$ cat config.mk
export PLATFORM = sky130hd
export DESIGN_NAME = tile_chan_swizzler
export DESIGN_NICKNAME = d
export VERILOG_FILES = /design/src/rtl/swz_pkg.sv /design/src/rtl/swz_mode_sel.sv /design/src/rtl/swz_tile_pick.sv /design/src/rtl/swz_bit6_xor.sv /design/src/rtl/tile_chan_swizzler.sv
export SDC_FILE = /design/constraint.sdc
export NUM_CORES = 1
export LEC_CHECK = 0
export ABC_AREA = 1
export BUFFER_PORTS_ARGS = -buffer_cell sky130_fd_sc_hd__buf_2
export CORE_MARGIN = 2
export CORE_UTILIZATION = 45
export CTS_CLUSTER_SIZE = 14
export DETAILED_ROUTE_END_ITERATION = 16
export PLACE_DENSITY = 0.78
export SYNTH_ARGS = -nofsm -noshare
export SYNTH_HDL_FRONTEND = slang
export SYNTH_SLANG_ARGS = --single-unit
$ cat constraint.sdc
create_clock -name clk -period 2 [get_ports clk]
set_input_delay 0.4 -clock clk [delete_from_list [all_inputs] [get_ports clk]]
set_output_delay 0.4 -clock clk [all_outputs]
set_load 0.1 [all_outputs]
$ cat src/rtl/swz_pkg.sv
package swz_pkg;

  typedef enum logic [2:0] {
    SWZ_NONE      = 3'd0,
    SWZ_B9        = 3'd1,
    SWZ_B9_10     = 3'd2,
    SWZ_B9_11     = 3'd3,
    SWZ_B9_10_11  = 3'd4,
    SWZ_B9_17     = 3'd5,
    SWZ_B9_10_17  = 3'd6,
    SWZ_UNKNOWN   = 3'd7
  } swz_mode_e;

  typedef enum logic [1:0] {
    TILE_LINEAR = 2'd0,
    TILE_X      = 2'd1,
    TILE_Y      = 2'd2,
    TILE_RSVD   = 2'd3
  } tile_e;

  typedef enum logic [1:0] {
    CH_SINGLE      = 2'd0,
    CH_ASYM        = 2'd1,
    CH_INTERLEAVED = 2'd2,
    CH_RSVD        = 2'd3
  } chan_e;

  typedef struct packed {
    chan_e chan;
    logic  xor_off;
    logic  xor_hi;
    logic  cap_eq;
  } mem_cfg_t;

  // Address bit positions fixed by the channel-select hardware
  localparam int unsigned BIT_DST  = 6;
  localparam int unsigned BIT_R9   = 9;
  localparam int unsigned BIT_R10  = 10;
  localparam int unsigned BIT_LO   = 11;
  localparam int unsigned BIT_HI   = 17;
  localparam int unsigned MIN_ADDR = BIT_HI + 1;

endpackage

$ cat src/rtl/swz_mode_sel.sv
// Chooses the X and Y swizzle modes from the static memory configuration.
module swz_mode_sel
  import swz_pkg::*;
(
  input  mem_cfg_t  cfg,
  output swz_mode_e x_mode,
  output swz_mode_e y_mode
);

  logic cfg_fail;

  always_comb begin
    cfg_fail = &cfg;
    x_mode   = SWZ_NONE;
    y_mode   = SWZ_NONE;
    if (cfg_fail) begin
      x_mode = SWZ_UNKNOWN;
      y_mode = SWZ_UNKNOWN;
    end else if (cfg.cap_eq && cfg.chan == CH_INTERLEAVED) begin
      if (cfg.xor_off) begin
        x_mode = SWZ_B9_10;
        y_mode = SWZ_B9;
      end else if (!cfg.xor_hi) begin
        x_mode = SWZ_B9_10_11;
        y_mode = SWZ_B9_11;
      end else begin
        x_mode = SWZ_B9_10_17;
        y_mode = SWZ_B9_17;
      end
    end
  end

endmodule

$ cat src/rtl/swz_tile_pick.sv
// Picks the mode for one access and derives the software view.
module swz_tile_pick
  import swz_pkg::*;
(
  input  tile_e     tile,
  input  swz_mode_e x_mode,
  input  swz_mode_e y_mode,
  output swz_mode_e mode,
  output swz_mode_e sw_mode,
  output tile_e     eff_tile
);

  always_comb begin
    unique case (tile)
      TILE_X:  mode = x_mode;
      TILE_Y:  mode = y_mode;
      default: mode = SWZ_NONE;
    endcase

    if (mode == SWZ_UNKNOWN || (tile != TILE_X && tile != TILE_Y))
      eff_tile = TILE_LINEAR;
    else
      eff_tile = tile;

    unique case (mode)
      SWZ_B9_17:    sw_mode = SWZ_B9;
      SWZ_B9_10_17: sw_mode = SWZ_B9_10;
      SWZ_UNKNOWN:  sw_mode = SWZ_NONE;
      default:      sw_mode = mode;
    endcase
  end

endmodule

$ cat src/rtl/swz_bit6_xor.sv
// Rewrites bit 6 from the higher bits that the mode selects.
module swz_bit6_xor
  import swz_pkg::*;
#(
  parameter int unsigned ADDR_W = 32
) (
  input  logic [ADDR_W-1:0] addr_i,
  input  swz_mode_e         mode,
  output logic [ADDR_W-1:0] addr_o
);

  logic use_r9, use_r10, use_lo, use_hi, flip;

  always_comb begin
    use_r9  = (mode != SWZ_NONE) && (mode != SWZ_UNKNOWN);
    use_r10 = (mode == SWZ_B9_10) || (mode == SWZ_B9_10_11) ||
              (mode == SWZ_B9_10_17);
    use_lo  = (mode == SWZ_B9_11) || (mode == SWZ_B9_10_11);
    use_hi  = (mode == SWZ_B9_17) || (mode == SWZ_B9_10_17);
    flip    = (use_r9  & addr_i[BIT_R9])  ^ (use_r10 & addr_i[BIT_R10]) ^
              (use_lo  & addr_i[BIT_LO])  ^ (use_hi  & addr_i[BIT_HI]);
    addr_o          = addr_i;
    addr_o[BIT_DST] = addr_i[BIT_DST] ^ flip;
  end

endmodule

$ cat src/rtl/tile_chan_swizzler.sv
module tile_chan_swizzler
  import swz_pkg::*;
#(
  parameter int unsigned ADDR_W = 32
) (
  input  logic              clk,
  input  logic              rst,
  input  logic              in_valid,
  input  logic [ADDR_W-1:0] in_addr,
  input  logic [1:0]        in_tile,
  input  logic [1:0]        cfg_chan,
  input  logic              cfg_xor_off,
  input  logic              cfg_xor_hi,
  input  logic              cfg_cap_eq,
  output logic              out_valid,
  output logic [ADDR_W-1:0] out_addr,
  output logic [1:0]        out_tile,
  output logic [2:0]        out_mode,
  output logic [2:0]        out_sw_mode
);

  mem_cfg_t          cfg;
  swz_mode_e         x_mode, y_mode, mode, sw_mode;
  tile_e             eff_tile;
  logic [ADDR_W-1:0] addr_swz;

  assign cfg = {cfg_chan, cfg_xor_off, cfg_xor_hi, cfg_cap_eq};

  swz_mode_sel u_sel (
    .cfg    (cfg),
    .x_mode (x_mode),
    .y_mode (y_mode)
  );

  swz_tile_pick u_pick (
    .tile     (tile_e'(in_tile)),
    .x_mode   (x_mode),
    .y_mode   (y_mode),
    .mode     (mode),
    .sw_mode  (sw_mode),
    .eff_tile (eff_tile)
  );

  swz_bit6_xor #(.ADDR_W(ADDR_W)) u_xor (
    .addr_i (in_addr),
    .mode   (mode),
    .addr_o (addr_swz)
  );

  always_ff @(posedge clk) begin
    if (rst) begin
      out_valid   <= 1'b0;
      out_addr    <= '0;
      out_tile    <= '0;
      out_mode    <= '0;
      out_sw_mode <= '0;
    end else begin
      out_valid <= in_valid;
      if (in_valid) begin
        out_addr    <= addr_swz;
        out_tile    <= eff_tile;
        out_mode    <= mode;
        out_sw_mode <= sw_mode;
      end
    end
  end

endmodule

# == After elaboration in Yosys (flattened, before gate mapping) ==
# Cells that the tools add are included.
# totals
word_cells,46
mem_bits_rw,0
romBits,0
regBits,41
latch_bits,0
output_inout_bits,41
memories,0
input_bits,42
# op_classes
shifts,0
n_bitwise,8
n_addsub,0
n_mul,0
n_eq_ne,12
mux,11
magnitude_cmp,0
n_div,0
reduce_logical,10
# ops
operator,count
3-bit two-way mux,7
3-bit == test (second input constant),4
3-bit one-hot mux with 3 select lines,1
3-bit by 2-bit == test with 1-bit output (second input constant),2
3-bit one-hot mux with 2 select lines,1
1-bit logical OR,5
5-bit AND reduction,1
1-bit AND,4
2-bit == test (second input constant),2
2-bit two-way mux,2
1-bit XOR,4
1-bit logical AND,3
3-bit inequality test (second input constant),1
3-bit nonzero test,1
2-bit by 1-bit == test with 1-bit output (second input constant),1
2-bit by 1-bit inequality test with 1-bit output (second input constant),1
2-bit inequality test (second input constant),1

# == Depth between registers and ports, before layout ==
# depth
word_depth,13
mapped_depth,17
mapped_depth_nobuf,17

# == Modules after synthesis ==
# A second synthesis with hierarchy kept.
# hier_totals
cells_unflattened,371
hier_area_um2,2311.0
# modules_own_cells
mod,area_per_inst_um2,cells_per_inst,n_inst,seq_area_each_um2
tile_chan_swizzler,1704.1,257,1,820.8
swz_bit6_xor,375.4,64,1,0.0
swz_tile_pick,133.9,27,1,0.0
swz_mode_sel,97.6,23,1,0.0

# == Worst setup path before layout ==
# Ideal clock, no wire load.
# synth_timing
kind,input -> register
start,input port in_tile[0]
end,register out_addr[6]
t_required_ps,1891
n_path_buf,0
stages,16
slack_ps,165
t_arrival_ps,1726
setup_ps,109
cell_sequence,inv_1 > ha_1 > inv_1 > o21ai_0 > nor2_1 > nand2_2 > nor2_1 > nand3_1 > nand2_1 > nand2_1 > nand2_2 > nand2_1 > nand2_1 > nand3_1 > nand2_1 > inv_1
# synth_between
elab_chain_cells,10
elab_cells_between_ends,23
cone_classes,eq/ne: 8; mux: 1; bitwise: 8; reduce/logical: 6
# synth_lines
element,line_no,source
"start, declared",tile_chan_swizzler.sv:10,"input logic [1:0] in_tile,"
2-bit == test / 2-bit by 1-bit == test with 1-bit output (equally long branches),swz_tile_pick.sv:14,unique case (tile)
3-bit one-hot mux with 2 select lines (*),swz_tile_pick.sv:14,
3-bit by 2-bit == test with 1-bit output / 3-bit == test (equally long branches),"swz_bit6_xor.sv:16, swz_bit6_xor.sv:18",
1-bit logical OR (2 in series),swz_bit6_xor.sv:16,use_r10 = (mode == SWZ_B9_10) || (mode == SWZ_B9_10_11) ||
1-bit AND,swz_bit6_xor.sv:20,flip = (use_r9 & addr_i[BIT_R9]) ^ (use_r10 & addr_i[BIT_R10]) ^
1-bit XOR (2 in series),swz_bit6_xor.sv:20,
1-bit XOR (*),swz_bit6_xor.sv:21,(use_lo & addr_i[BIT_LO]) ^ (use_hi & addr_i[BIT_HI]);
1-bit XOR (*),swz_bit6_xor.sv:23,addr_o[BIT_DST] = addr_i[BIT_DST] ^ flip;
"end signal, assigned",tile_chan_swizzler.sv:60,out_addr <= addr_swz;
"end, declared",tile_chan_swizzler.sv:16,"output logic [ADDR_W-1:0] out_addr,"
# Mark *: on every way between the ends. The rest lies on a longest branch, timed or not.
# A chain may end at the register's enable or synchronous reset.

# == Worst setup path after layout ==
# Ends and elaborated chain as after synthesis.

==> results.toml <==
[run_status]
status = "finished clean"

[clocking]
htreeDepth = 2
cts.path.max_buffers = 2
post-cts-setup-buffers = 0
path_clk_slew_ps = 80
clk_latency_ps = 280
cts-root-buf = "clkbuf_8"
cts_tree = "yes"
cts_resized = 0
clock_sinks = 41
holdBufCountCts = 0
cts_buffers = 5

[power_and_ir_drop]
p_sw_uw = 718
p_int_mw = 1.28
powerDensity_nw_per_um2 = 861
p_leak_nw = 1.23
power_frac_comb_pct = 25.7
power_frac_clock_pct = 30.5
pwr-share-seq_pct = 43.9
ir_drop_mv = 0.638
switching_share_pct = 36.0

[final_layout]
final_cell_mix = "nand2_1 (86), buf_2 (82), dfxtp_1 (41)"
fin_area_um2 = 2320
final_common_cell = "nand2_1"
num-nets-final = 372
syn2layout_area_growth_pct = 33.8
layout-drive-gt1-share_pct = 33.7
num_antenna_cells = 0
fillers = 380

[setup_path]
path_max_fanout = 6
cp-start-kind = "input port"
worstPathBufferInverterCount = 4
critPathMaxStageDelay_ps = 300
crit_family = "simple AND/OR/NAND/NOR gates"
slowest_stage = "ha_1"
crit_path_end_kind = "flip-flop"
crit_top_cell = "nand2_1"
crit_type = "input port to flip-flop"
worstPathRequired_ps = 2190
crit_arrival_ps = 2010
path_cells = "buf_2 > inv_1 > ha_1 > inv_1 > o21ai_0 > nor2_1 > nand2_2 > nor2_1 > nand3_1 > nand2_1 > nand2_1 > nand2_2 > nand2_1 > nand2_1 > nand3_1 > nand2_1 > inv_1"

[timing]
hold_ws_ps = 354
finClkSkew_ps = 0
fin_crit_sh_pct = 90.5
fin_ws_ps = 189
finalCriticalPeriod_ps = 1810
worst-slew-pin-transition_ps = 498
rsz0062_at_grt = "no"
max_freq_ghz = 0.552
finalSetupViolCount = 0
max-slew-margin-rel_pct = 67.1
hold_violations = 0
slew_violations = 0

[yosys]
synth_nets = 287
syn_area_um2 = 1730
synth.avg_cell_area_um2 = 7.13
yosysSeqAreaShare_pct = 47.4
ys_warn_count = 0
ys_types = 21
synth_cells = 243
ys_ff_latch = 41

[die]
boundaryPins = 83
fp-row-count = 22
die_height_um = 66.1
core_um2 = 3690
die-area_um2 = 4360
die_w_um = 66.1
start_util_pct = 47.0

[global_routing]
overflow = 0
grt_pass1_vias = 1635
antenna_found_initial = 0
grt_max_degree = 44
grt.total_usage_pct = 21.1
grt_pass1_wl_mm = 7.11

[drt]
totalWireLength_mm = 4.27
wl_met3_um = 229
wl_met2_mm = 2.06
wl_met1_mm = 1.90
drt-pass1-iter-count = 4
highest_layer = "met4"
drtAntennaViolNets = 0
vias = 1811
first_iter_violations = 79
wire_per_inst_um = 11.3
drc = 0
via_per_inst = 4.80

[placement]
dpl_cell_area_um2 = 2210
pre_cts_ws_ps = -96.3
gp_congestion = 0.810
hpwl_mm = 3.06
io_buffers = 82

[worst_hold_path]
hp-class = "input port to flip-flop"

[run]
drv_cap = 0
per-stage QoR:
step                instances  util (%)  TNS [ps]  power (mW)
floorplan                 243         -         0        1.30
global placement          369      60.0         0        1.40
detailed placement        369      60.0     -96.3        1.41
CTS                       377      62.9         0        2.02
global route              377      62.9         0        2.08
finish                    377      62.9         0        2.00
cells in the mapped netlist, drive strengths merged:
| cell | count | share of area, % |
|---|---|---|
| a211oi | 4 | 1.7 |
| a21oi | 36 | 10 |
| a2bb2oi | 1 | 0.51 |
| buf | 2 | 0.94 |
| clkbuf | 11 | 2.4 |
| clkinv | 2 | 0.43 |
| dfxtp | 41 | 47 |
| ha | 2 | 1.4 |
| inv | 18 | 3.9 |
| nand2 | 94 | 22 |
| nand3 | 10 | 2.9 |
| nand4 | 3 | 1.1 |
| nor2 | 17 | 4.4 |
| o21ai | 1 | 0.29 |
| o21bai | 1 | 0.43 |
path summary, 6_finish.rpt:
kind,start,end,slack (ps),cells after the start
worst max-delay path,in_tile[0],out_addr[6]$_SDFFE_PP0P_,190,17
worst min-delay path,in_addr[19],out_addr[19]$_SDFFE_PP0P_,350,3
worst max register to register,out_addr[6]$_SDFFE_PP0P_,out_addr[6]$_SDFFE_PP0P_,1350,4
worst min register to register,out_addr[18]$_SDFFE_PP0P_,out_addr[18]$_SDFFE_PP0P_,460,2
power groups by stage:
| stage | registers [mW] | logic, mW | clock network (mW) |
|---|---|---|---|
| after floorplan | 1.18 | 0.111 | 0 |
| after global placement | 0.893 | 0.508 | 0 |
| after detailed placement | 0.894 | 0.513 | 0 |
| after CTS | 0.875 | 0.515 | 0.631 |
| after global routing | 0.880 | 0.543 | 0.660 |
| final | 0.875 | 0.512 | 0.608 |
cells by family after synthesis:
group / Yosys count / share of synthesized area, %
buf+inv: 33 / 7.65
flops: 41 / 47.4
simple gates: 124 / 30.2
fa+ha+maj: 2 / 1.44
compound gates: 43 / 13.4
metal layers:
layer / vias up / GRT usage [%]
li1: 932 / -
met1: 818 / 26.1
met2: 52 / 35.6
met3: 9 / 5.28
met4: 0 / 7.14
met5: - / 0
sequential cells by signal, indices dropped and copies added, names as in the netlist:
| signal | flops |
|---|---|
| out_addr | 32 |
| out_sw_mode | 3 |
| out_valid | 1 |
| out_tile | 2 |
| out_mode | 3 |
tightest hold or removal path, stage by stage:
cell and delay (ps):
buf_2 90, nand2_1 50, a21oi_1 50
cell type report:
class,count,area (um2),share of cell area (%)
Clock inverter,1,8.76,0.378
Clock buffer,7,96.3,4.16
Sequential cell,41,821,35.4
Inverter,20,75.1,3.24
Timing Repair Buffer,91,478,20.6
Tap cell,48,60.1,2.59
Multi-Input combinational cell,169,779,33.6
Power figures use the tool's default switching activity.
